**src/rtl/lcd_wr_pkg.sv**
```systemverilog
package lcd_wr_pkg;
  typedef enum logic [1:0] {
    ST_IDLE      = 2'd0,
    ST_WAIT_LOW  = 2'd1,
    ST_SETUP     = 2'd2,
    ST_WAIT_HIGH = 2'd3
  } lcd_st_e;
endpackage

```
**src/rtl/lcd_rst_sync.sv**
```systemverilog
module lcd_rst_sync #(
  parameter int STAGES = 2
) (
  input  logic clk,
  input  logic rst_n,
  output logic rst_sync_n
);
  logic [STAGES-1:0] chain_q;

  always_ff @(posedge clk or negedge rst_n) begin
    if (!rst_n) chain_q <= '0;
    else        chain_q <= {chain_q[STAGES-2:0], 1'b1};
  end

  assign rst_sync_n = chain_q[STAGES-1];
endmodule

```
**src/rtl/lcd_wr_tmo.sv**
```systemverilog
module lcd_wr_tmo #(
  parameter int TMO_CYC = 1024
) (
  input  logic clk,
  input  logic rst_n,
  input  logic clr,
  input  logic en,
  output logic expire
);
  localparam int CW = (TMO_CYC > 2) ? $clog2(TMO_CYC) : 1;
  localparam logic [CW-1:0] LAST = CW'(TMO_CYC - 1);

  logic [CW-1:0] cnt_q, cnt_d;

  always_comb begin
    cnt_d = cnt_q;
    if (clr)                     cnt_d = '0;
    else if (en && cnt_q != LAST) cnt_d = cnt_q + 1'b1;
  end

  always_ff @(posedge clk or negedge rst_n) begin
    if (!rst_n) cnt_q <= '0;
    else        cnt_q <= cnt_d;
  end

  assign expire = en && (cnt_q == LAST);
endmodule

```
**src/rtl/lcd_wr_fsm.sv**
```systemverilog
module lcd_wr_fsm
  import lcd_wr_pkg::*;
(
  input  logic clk,
  input  logic rst_n,
  input  logic start,
  input  logic busy,
  input  logic expire,
  output logic cap,
  output logic drive,
  output logic raise,
  output logic finish,
  output logic fail,
  output logic in_wait,
  output logic moving,
  output logic ready_q
);
  lcd_st_e st_q, st_d;

  always_comb begin
    st_d   = st_q;
    cap    = 1'b0;
    drive  = 1'b0;
    raise  = 1'b0;
    finish = 1'b0;
    fail   = 1'b0;
    case (st_q)
      ST_IDLE: begin
        if (start) begin
          st_d = ST_WAIT_LOW;
          cap  = 1'b1;
        end
      end
      ST_WAIT_LOW: begin
        if (!busy) begin
          st_d  = ST_SETUP;
          drive = 1'b1;
        end else if (expire) begin
          st_d = ST_IDLE;
          fail = 1'b1;
        end
      end
      ST_SETUP: begin
        st_d  = ST_WAIT_HIGH;
        raise = 1'b1;
      end
      ST_WAIT_HIGH: begin
        if (busy) begin
          st_d   = ST_IDLE;
          finish = 1'b1;
        end else if (expire) begin
          st_d = ST_IDLE;
          fail = 1'b1;
        end
      end
      default: st_d = ST_IDLE;
    endcase
  end

  assign in_wait = (st_q == ST_WAIT_LOW) || (st_q == ST_WAIT_HIGH);
  assign moving  = (st_d != st_q);

  always_ff @(posedge clk or negedge rst_n) begin
    if (!rst_n) begin
      st_q    <= ST_IDLE;
      ready_q <= 1'b1;
    end else begin
      st_q    <= st_d;
      ready_q <= (st_d == ST_IDLE);
    end
  end
endmodule

```
**src/rtl/lcd_wr_dp.sv**
```systemverilog
module lcd_wr_dp #(
  parameter int DW = 8
) (
  input  logic          clk,
  input  logic          rst_n,
  input  logic [DW-1:0] din,
  input  logic          cap,
  input  logic          drive,
  input  logic          raise,
  input  logic          finish,
  input  logic          fail,
  output logic [DW-1:0] bus_q,
  output logic          req_q,
  output logic          done_q,
  output logic          err_q
);
  logic [DW-1:0] hold_q;

  always_ff @(posedge clk or negedge rst_n) begin
    if (!rst_n) hold_q <= '0;
    else if (cap) hold_q <= din;
  end

  always_ff @(posedge clk or negedge rst_n) begin
    if (!rst_n) bus_q <= '0;
    else if (drive) bus_q <= hold_q;
  end

  always_ff @(posedge clk or negedge rst_n) begin
    if (!rst_n)               req_q <= 1'b0;
    else if (raise)           req_q <= 1'b1;
    else if (finish || fail)  req_q <= 1'b0;
  end

  always_ff @(posedge clk or negedge rst_n) begin
    if (!rst_n) done_q <= 1'b0;
    else        done_q <= finish;
  end

  always_ff @(posedge clk or negedge rst_n) begin
    if (!rst_n)    err_q <= 1'b0;
    else if (fail) err_q <= 1'b1;
    else if (cap)  err_q <= 1'b0;
  end
endmodule

```
**src/rtl/lcd_wr_hs.sv**
```systemverilog
module lcd_wr_hs #(
  parameter int DW      = 8,
  parameter int TMO_CYC = 1024,
  parameter int SYNC_ST = 2
) (
  input  logic          clk,
  input  logic          rst_n,
  input  logic          start,
  input  logic [DW-1:0] din,
  output logic          ready,
  output logic          done,
  output logic          err,
  input  logic          lcd_busy,
  output logic [DW-1:0] lcd_data,
  output logic          lcd_req
);
  logic rst_i_n;
  logic cap, drive, raise, finish, fail, in_wait, moving, expire;

  lcd_rst_sync #(.STAGES(SYNC_ST)) u_rst (
    .clk(clk), .rst_n(rst_n), .rst_sync_n(rst_i_n)
  );

  lcd_wr_fsm u_fsm (
    .clk(clk), .rst_n(rst_i_n), .start(start), .busy(lcd_busy),
    .expire(expire), .cap(cap), .drive(drive), .raise(raise),
    .finish(finish), .fail(fail), .in_wait(in_wait), .moving(moving),
    .ready_q(ready)
  );

  lcd_wr_tmo #(.TMO_CYC(TMO_CYC)) u_tmo (
    .clk(clk), .rst_n(rst_i_n), .clr(moving || !in_wait),
    .en(in_wait), .expire(expire)
  );

  lcd_wr_dp #(.DW(DW)) u_dp (
    .clk(clk), .rst_n(rst_i_n), .din(din), .cap(cap), .drive(drive),
    .raise(raise), .finish(finish), .fail(fail), .bus_q(lcd_data),
    .req_q(lcd_req), .done_q(done), .err_q(err)
  );
endmodule

```
**config.mk**
```make
export PLATFORM = sky130hd
export DESIGN_NAME = lcd_wr_hs
export DESIGN_NICKNAME = d
export VERILOG_FILES = /design/src/rtl/lcd_wr_pkg.sv /design/src/rtl/lcd_rst_sync.sv /design/src/rtl/lcd_wr_tmo.sv /design/src/rtl/lcd_wr_fsm.sv /design/src/rtl/lcd_wr_dp.sv /design/src/rtl/lcd_wr_hs.sv
export SDC_FILE = /design/constraint.sdc
export NUM_CORES = 1
export LEC_CHECK = 0
export ABC_CLOCK_PERIOD_IN_PS = 2550
export BUFFER_PORTS_ARGS = -buffer_cell sky130_fd_sc_hd__buf_2
export CORE_UTILIZATION = 45
export DETAILED_ROUTE_END_ITERATION = 8
export PLACE_DENSITY = 0.66
export REMOVE_ABC_BUFFERS = 1
export SKIP_LAST_GASP = 1
export SYNTH_ARGS = -nofsm -noshare
export SYNTH_HDL_FRONTEND = slang
export SYNTH_SLANG_ARGS = --single-unit
```
**constraint.sdc**
```tcl
create_clock -name clk -period 2.55 [get_ports clk]
set_clock_uncertainty 0.2 [all_clocks]
set_input_delay 0.255 -clock clk [delete_from_list [all_inputs] [get_ports clk]]
set_output_delay 0.255 -clock clk [all_outputs]
set_load 0.02 [all_outputs]
```
==> metrics, run 1 <==
Final HPWL DP=roughly 1700 µm; Post-Place Cells=between 150 and 200; R2R Path Start=u_tmo.cnt_q[0]$_DFFE_PN0P_; Hold Worst Slack=-0.00970 ns; GPL Wtd Cong=about 0.77; Mean Syn Cell Area=roughly 13 µm²; Post-Synthesis Cells=113; largest area contributor in the netlist=dfrtp_1; main combinational cell family by area after synthesis=multiplexers; mux cell area share after synthesis=about an eighth; antenna violations before repair=0; outcome=finished with violations; clk buf depth=2; RR Endpoint=u_fsm.st_q[0]$_DFF_PN0_; design area=approximately 1700 µm²; clk slew on worst S/H paths=approximately 0.10 ns; post-synthesis simple-gate area fraction=12.0%; Vias=986; vias in the first global route=around 1000; CP top delay family=simple AND/OR/NAND/NOR gates; Static Leak=around 0.75 nW; I/O Buffers=23; post-route insts no fill=192; Final #Nets=160; diode count=0; WP data arrival=about 2.1 ns; sw power=between 0.5 and 0.6 mW; number of DRC markers in iteration 0=32; WL per Instance=about 13 µm; Post-synth EDFFs=0; Max-Cap Viols=0; post-placement cell area=1560 µm²; sequential cell fraction of total power=50.0%; Top Ports=24; Peak VDD IR=just over 0.7 mV; DR vias/cell=roughly 5.1; global-route wire length before repair=~4300 µm; Starting Density=between 40% and 50%; Netlist cell types=35; Worst Setup Start Kind=flip-flop; clock network power share=approximately 18%; DRC viols=0; row cnt=20; Synth Register Bits=34; # setup viols final=0; share of Yosys cell area claimed by the top area cell type=roughly three fifths; Sum Neg Setup Slack=0 ns; Seq/Total Area, Yosys=roughly 60%; root buffer cell=clkbuf_4; failing checks=negative hold slack; Die W=about 58 µm; P_int=roughly 1.1 mW; GRT Util Overall=~17%; total power=roughly 1.7 mW; number of CTS-inserted buffers=5; Tmin final=approximately 2.1 ns; WL final=around 2500 µm; Synth Area in Adders=less than 1%; die area=between 3000 and 4000 µm²; RSZ-0062 raised after global routing=false; PD cells=995 nW/µm²; Async SR Flop Fraction=100%; Skew-Pair Late Insertion Delay=0.33 ns; fraction of layout cells with a size suffix above 1=around 34%; synth top area cells=dfrtp_1, mux2_2, a21oi_1; crit path max fanout=7; clock sink count=34; Main synth FF type=dfrtp_1; R2R Setup Slk=about 0.45 ns; Worst Path Required=around 2.5 ns; r2r worst-path depth=4; Worst Hold Class=reg -> async; # fillers=between 200 and 300; CTS tree=built; Critical Path End=u_fsm.st_q[0]$_DFF_PN0_; Worst setup EP type=flip-flop; critical path depth in cells=4; Area Overhead vs Synth=20.4%; grt ovf=0; Mapped Area=1420 µm²; Worst Path Buf+Inv=0; Compound-Gate Fraction of Synth Area=under 10%; combinational share of power=about a third; crit share post-route=~82%; Slowest-stage cell, CP=nor3_1; Fmax achieved=between 400 and 500 MHz; switching share of power=about a third; Pins Over Slew Limit=0; CP Class=reg -> reg; largest net degree at the start of global routing=21; CP Launch Point=u_tmo.cnt_q[0]$_DFFE_PN0P_; post-layout util=a little under three fifths; Synth warnings=0; post-route ant nets=0; crit-path max cell delay=~0.67 ns; Worst Max-Slew Pin Slew=slightly below 0.8 ns; Die Y-Extent=between 50 and 60 µm; Final Hold Fails=2; critical path, cell by cell=ha_1 > nand3_1 > nor3_1 > o22ai_1; Post-Synth XOR/XNOR Area=between 2 and 2.5%; postcts setup bufs=0; Max H-tree Level=2; Slew HR=46.9%; Core Region=3030 µm²; first-pass iteration count of the detailed router=4
metal layers:
metal  track usage (%)  vias to the layer above  share of wire, %
li1                  -                      479                 -
met1              20.5                      488                44
met2              29.2                       16                51
met3              6.70                        3               3.5
met4              5.10                        0               1.5
met5                 0                        -                 0
cells by family (layout without fill, tap and decap cells):
| kind of cell | count (synthesis) | in the layout |
|---|---|---|
| AO/OA/AOI/OAI | 19 | 19 |
| XOR/XNOR | 4 | 4 |
| adder cells (fa/ha/maj) | 1 | 1 |
| buffers and inverters | 8 | 43 |
| flip-flops | 34 | 34 |
| multiplexers | 16 | 16 |
| other | 1 | 1 |
| AND/OR/NAND/NOR | 30 | 30 |
registers in the layout, summed over array words and instances, names as in the netlist:
signal and flops:
u_fsm.st_q 2, u_dp.err_q 1, u_dp.req_q 1, u_tmo.cnt_q 10, u_dp.hold_q 8, u_dp.done_q 1
u_dp.bus_q 8, u_fsm.ready_q 1, u_rst.chain_q 2
Yosys cell counts, types with 2 or more instances:
cell,count
a21oi_1,6
buf_2,3
dfrtp_1,33
inv_1,2
mux2_2,16
nand2_1,7
nand3_1,4
nor2_1,4
nor3_1,4
o21ai_0,3
o31ai_1,3
or4_1,3
xor2_1,3
power groups by stage:
| stage | logic (mW) | clock network (mW) | registers, mW |
|---|---|---|---|
| after CTS | 0.550 | 0.317 | 0.854 |
| after detailed placement | 0.538 | 0 | 0.862 |
| after floorplan | 0.277 | 0 | 0.949 |
| final | 0.545 | 0.307 | 0.852 |
| after global routing | 0.593 | 0.337 | 0.879 |
| after global placement | 0.522 | 0 | 0.849 |
per-stage QoR:
step / hold slack, ns / setup WS (ns)
finish: -0.00970 / 0.448
CTS: 0.0116 / 0.493
floorplan: -0.241 / 0.793
detailed placement: -0.158 / 0.517
global route: 0.0152 / 0.330
global placement: -0.159 / 0.602
worst register-to-register path, stage by stage, from the launching register on:
cell	delay, ns
dfrtp_1	0.44
ha_1	0.32
nand3_1	0.13
nor3_1	0.67
o22ai_1	0.20
worst min-delay path by stage:
| stage | startpoint | end | slack (ns) | cells past startpoint |
|---|---|---|---|---|
| after CTS | rst_n | u_rst.chain_q[1]$_DFF_PN0_ | 0.01 | 2 |
| after global placement | rst_n | u_rst.chain_q[1]$_DFF_PN0_ | -0.16 | 1 |
| final | u_rst.chain_q[1]$_DFF_PN0_ | u_dp.bus_q[7]$_DFFE_PN0P_ | -0.01 | 0 |
| after detailed placement | rst_n | u_rst.chain_q[0]$_DFF_PN0_ | -0.16 | 1 |
| after floorplan | rst_n | u_rst.chain_q[0]$_DFF_PN0_ | -0.24 | 0 |
| after global routing | rst_n | u_rst.chain_q[0]$_DFF_PN0_ | 0.02 | 2 |
layout make-up:
cell class              count  area (µm²)  area share [%]
flip-flops and latches     34         852            49.7
multi-input cells          71         526            30.7
repair buffers             33         213            12.4
clock buffers               7        55.1            3.21
well taps                  44        55.1            3.21
inverters                   2        7.51           0.438
clock inverters             1        5.00           0.292
cells in the final DEF, fill, tap and decap left out, types with 2 or more instances in the layout:
| master | netlist | layout |
|---|---|---|
| a21oi_1 | 6 | 6 |
| buf_2 | 3 | 23 |
| clkbuf_4 | 0 | 5 |
| dfrtp_1 | 33 | 33 |
| dlygate4sd3_1 | 0 | 9 |
| inv_1 | 2 | 2 |
| mux2_2 | 16 | 16 |
| nand2_1 | 7 | 7 |
| nand3_1 | 4 | 4 |
| nor2_1 | 4 | 4 |
| nor3_1 | 4 | 4 |
| o21ai_0 | 3 | 3 |
| o31ai_1 | 3 | 3 |
| or4_1 | 3 | 3 |
| xor2_1 | 3 | 3 |
what timing repair did:
item	4_1_cts	5_1_grt
gates resized for setup	0	0
hold buffers	9	0
hold endpoints to repair	10	0
Power figures use the tool's default switching activity.
==> run 2: changes to the inputs <==
ABC_CLOCK_PERIOD_IN_PS = 1900   (was 2550)
PLACE_DENSITY = 0.69   (was 0.66)
clock period = 1.9 ns   (was 2.55 ns; I/O delays follow)
==> run 2 against run 1 <==
Effect of this change: the run now ends clean; maximum frequency increased by 21%; register-to-register slack got worse by 0.29 ns; total power increased by 34%; wire length increased by 6.9%.
==> metrics, run 2 (synthesis results as in run 1) <==
crit path max fanout=10 (+3); DR vias/cell=5.21 (+1.5%); WP data arrival=1.77 ns (-0.32 ns); global-route wire length before repair=4450 µm (+4.5%); clk slew on worst S/H paths=0.10 ns (about the same); CP Class=reg -> reg; Tmin final=1.74 ns (-0.360 ns); # fillers=261 (-4.4%); Final Hold Fails=0 (-2); RR Endpoint=u_dp.bus_q[4]$_DFFE_PN0P_; Reg area=852 µm² (unchanged); Area Overhead vs Synth=23.2%; antenna violations before repair=0 (unchanged); diode count=0 (unchanged); Core Region=3030 µm² (unchanged); R2R Path Start=u_fsm.st_q[0]$_DFF_PN0_; die area=3390 µm² (unchanged); WL final=2660 µm (+6.9%); Fmax achieved=574 MHz (+21%); clock sink count=34 (unchanged); Die Y-Extent=58.2 µm (unchanged); fraction of layout cells with a size suffix above 1=35.9% (+1.5 points); crit share post-route=91.7% (+9.2 points); CP Launch Point=u_fsm.st_q[0]$_DFF_PN0_; # setup viols final=0 (unchanged); Sum Neg Setup Slack=0 ns (unchanged); GRT Util Overall=18.2% (+0.87 points); Die W=58.2 µm (unchanged); Top Ports=24 (unchanged); GPL Wtd Cong=0.739 (-3.6%); Skew-Pair Late Insertion Delay=0.33 ns (about the same); Max-Cap Viols=0 (unchanged); number of CTS-inserted buffers=5 (unchanged); Worst Hold Class=in -> reg; r2r worst-path depth=3 (-1); R2R Setup Slk=0.16 ns (-0.29 ns); Worst setup EP type=flip-flop; Max H-tree Level=2 (unchanged); Starting Density=47.0% (unchanged); largest net degree at the start of global routing=33 (+57%); PD cells=1300 nW/µm² (+31%); RSZ-0062 raised after global routing=false; postcts setup bufs=0 (unchanged); DRC viols=0 (unchanged); Multi-input gate area=532 µm² (+1.2%); Regs by FF count=u_tmo.cnt_q x10, u_dp.bus_q x8, u_dp.hold_q x8; most common cell after layout, fill and taps aside=dfrtp_1; Biggest register=u_tmo.cnt_q; WL per Instance=13.5 µm (+4.2%); row cnt=20 (unchanged); CTS tree=built; first-pass iteration count of the detailed router=4 (unchanged); number of DRC markers in iteration 0=64 (+100%); Vias=1027 (+4.2%); max reg flops=10 (unchanged); Critical Path End=u_dp.bus_q[4]$_DFFE_PN0P_; vias in the first global route=988 (-2.7%); Worst Path Required=1.93 ns (-0.61 ns); Pins Over Slew Limit=0 (unchanged); Static Leak=0.771 nW (+2.8%); root buffer cell=clkbuf_4; Worst Setup Start Kind=flip-flop; Final HPWL DP=1730 µm (+1.2%); post-route ant nets=0 (unchanged); total power=2.29 mW (+34%); Peak VDD IR=0.769 mV (+8.8%); outcome=finished, final reports clean; grt ovf=0 (unchanged); Final #Nets=165 (+3.1%); I/O Buffers=23 (unchanged); clk buf depth=2 (unchanged); most frequent cells in the layout=dfrtp_1, buf_2, mux2_2
## run 2: changes by cell type in the layout (fill, tap and decap cells not counted)
cell | previous run | this run
a2111oi_0 | 1 | 0
a2111oi_2 | 0 | 1
buf_4 | 1 | 4
clkbuf_8 | 1 | 0
clkinv_2 | 1 | 2
dlygate4sd3_1 | 9 | 11
## run 2: critical path, stage by stage, from the launching register on
cell	delay [ns]
dfrtp_1	0.50
inv_1	0.15
nor3_4	0.41
mux2_2	0.39
## run 2: cell type report
type                       count  share of cell area, %
multi-input combinational     71                   30.3
tap                           44                   3.14
clock buffer                   6                   2.36
timing repair buffer          38                   14.6
clock inverter                 2                  0.571
sequential                    34                   48.6
inverter                       2                  0.428
## run 2: per-stage QoR
stage               area (µm²)  util (%)  hold WS [ns]  setup slack [ns]  instances
detailed placement        1590      52.4        -0.223           -0.0209        178
global route              1750      57.9        0.0491            0.0445        197
floorplan                 1390         -        -0.306             0.143        107
finish                    1750      57.9        0.0515             0.159        197
CTS                       1750      57.7        0.0176            0.0549        197
global placement          1590      52.4        -0.226            0.0552        178
## run 2: repair_timing
| action | in CTS | in global routing |
|---|---|---|
| resized for setup | 1 | 1 |
| endpoints found under the setup margin | 2 | 2 |
| endpoints found under the hold margin | 11 | 0 |
| hold buffers | 11 | 0 |
## run 2: worst min path at each step
stage             start                         end  cells past startpoint
2_1_floorplan     rst_n  u_rst.chain_q[0]$_DFF_PN0_                      0
3_3_place_gp      rst_n  u_rst.chain_q[0]$_DFF_PN0_                      1
3_5_place_dp      rst_n  u_rst.chain_q[0]$_DFF_PN0_                      1
4_1_cts        lcd_busy     u_fsm.st_q[1]$_DFF_PN0_                      4
5_1_grt        lcd_busy       u_dp.done_q$_DFF_PN0_                      2
6_report       lcd_busy     u_fsm.st_q[1]$_DFF_PN0_                      4
## run 2: report_power, final
part	internal [mW]	switching [mW]
clock	0.141	0.237
sequential	0.970	0.163
combinational	0.359	0.418
## run 2: layer usage
layer / track usage (%) / share of wire, % / vias up
li1: - / - / 486
met1: 23.5 / 45 / 511
met2: 27.9 / 50 / 25
met3: 4.69 / 3.5 / 5
met4: 10.2 / 1.5 / 0
met5: 0 / 0 / -
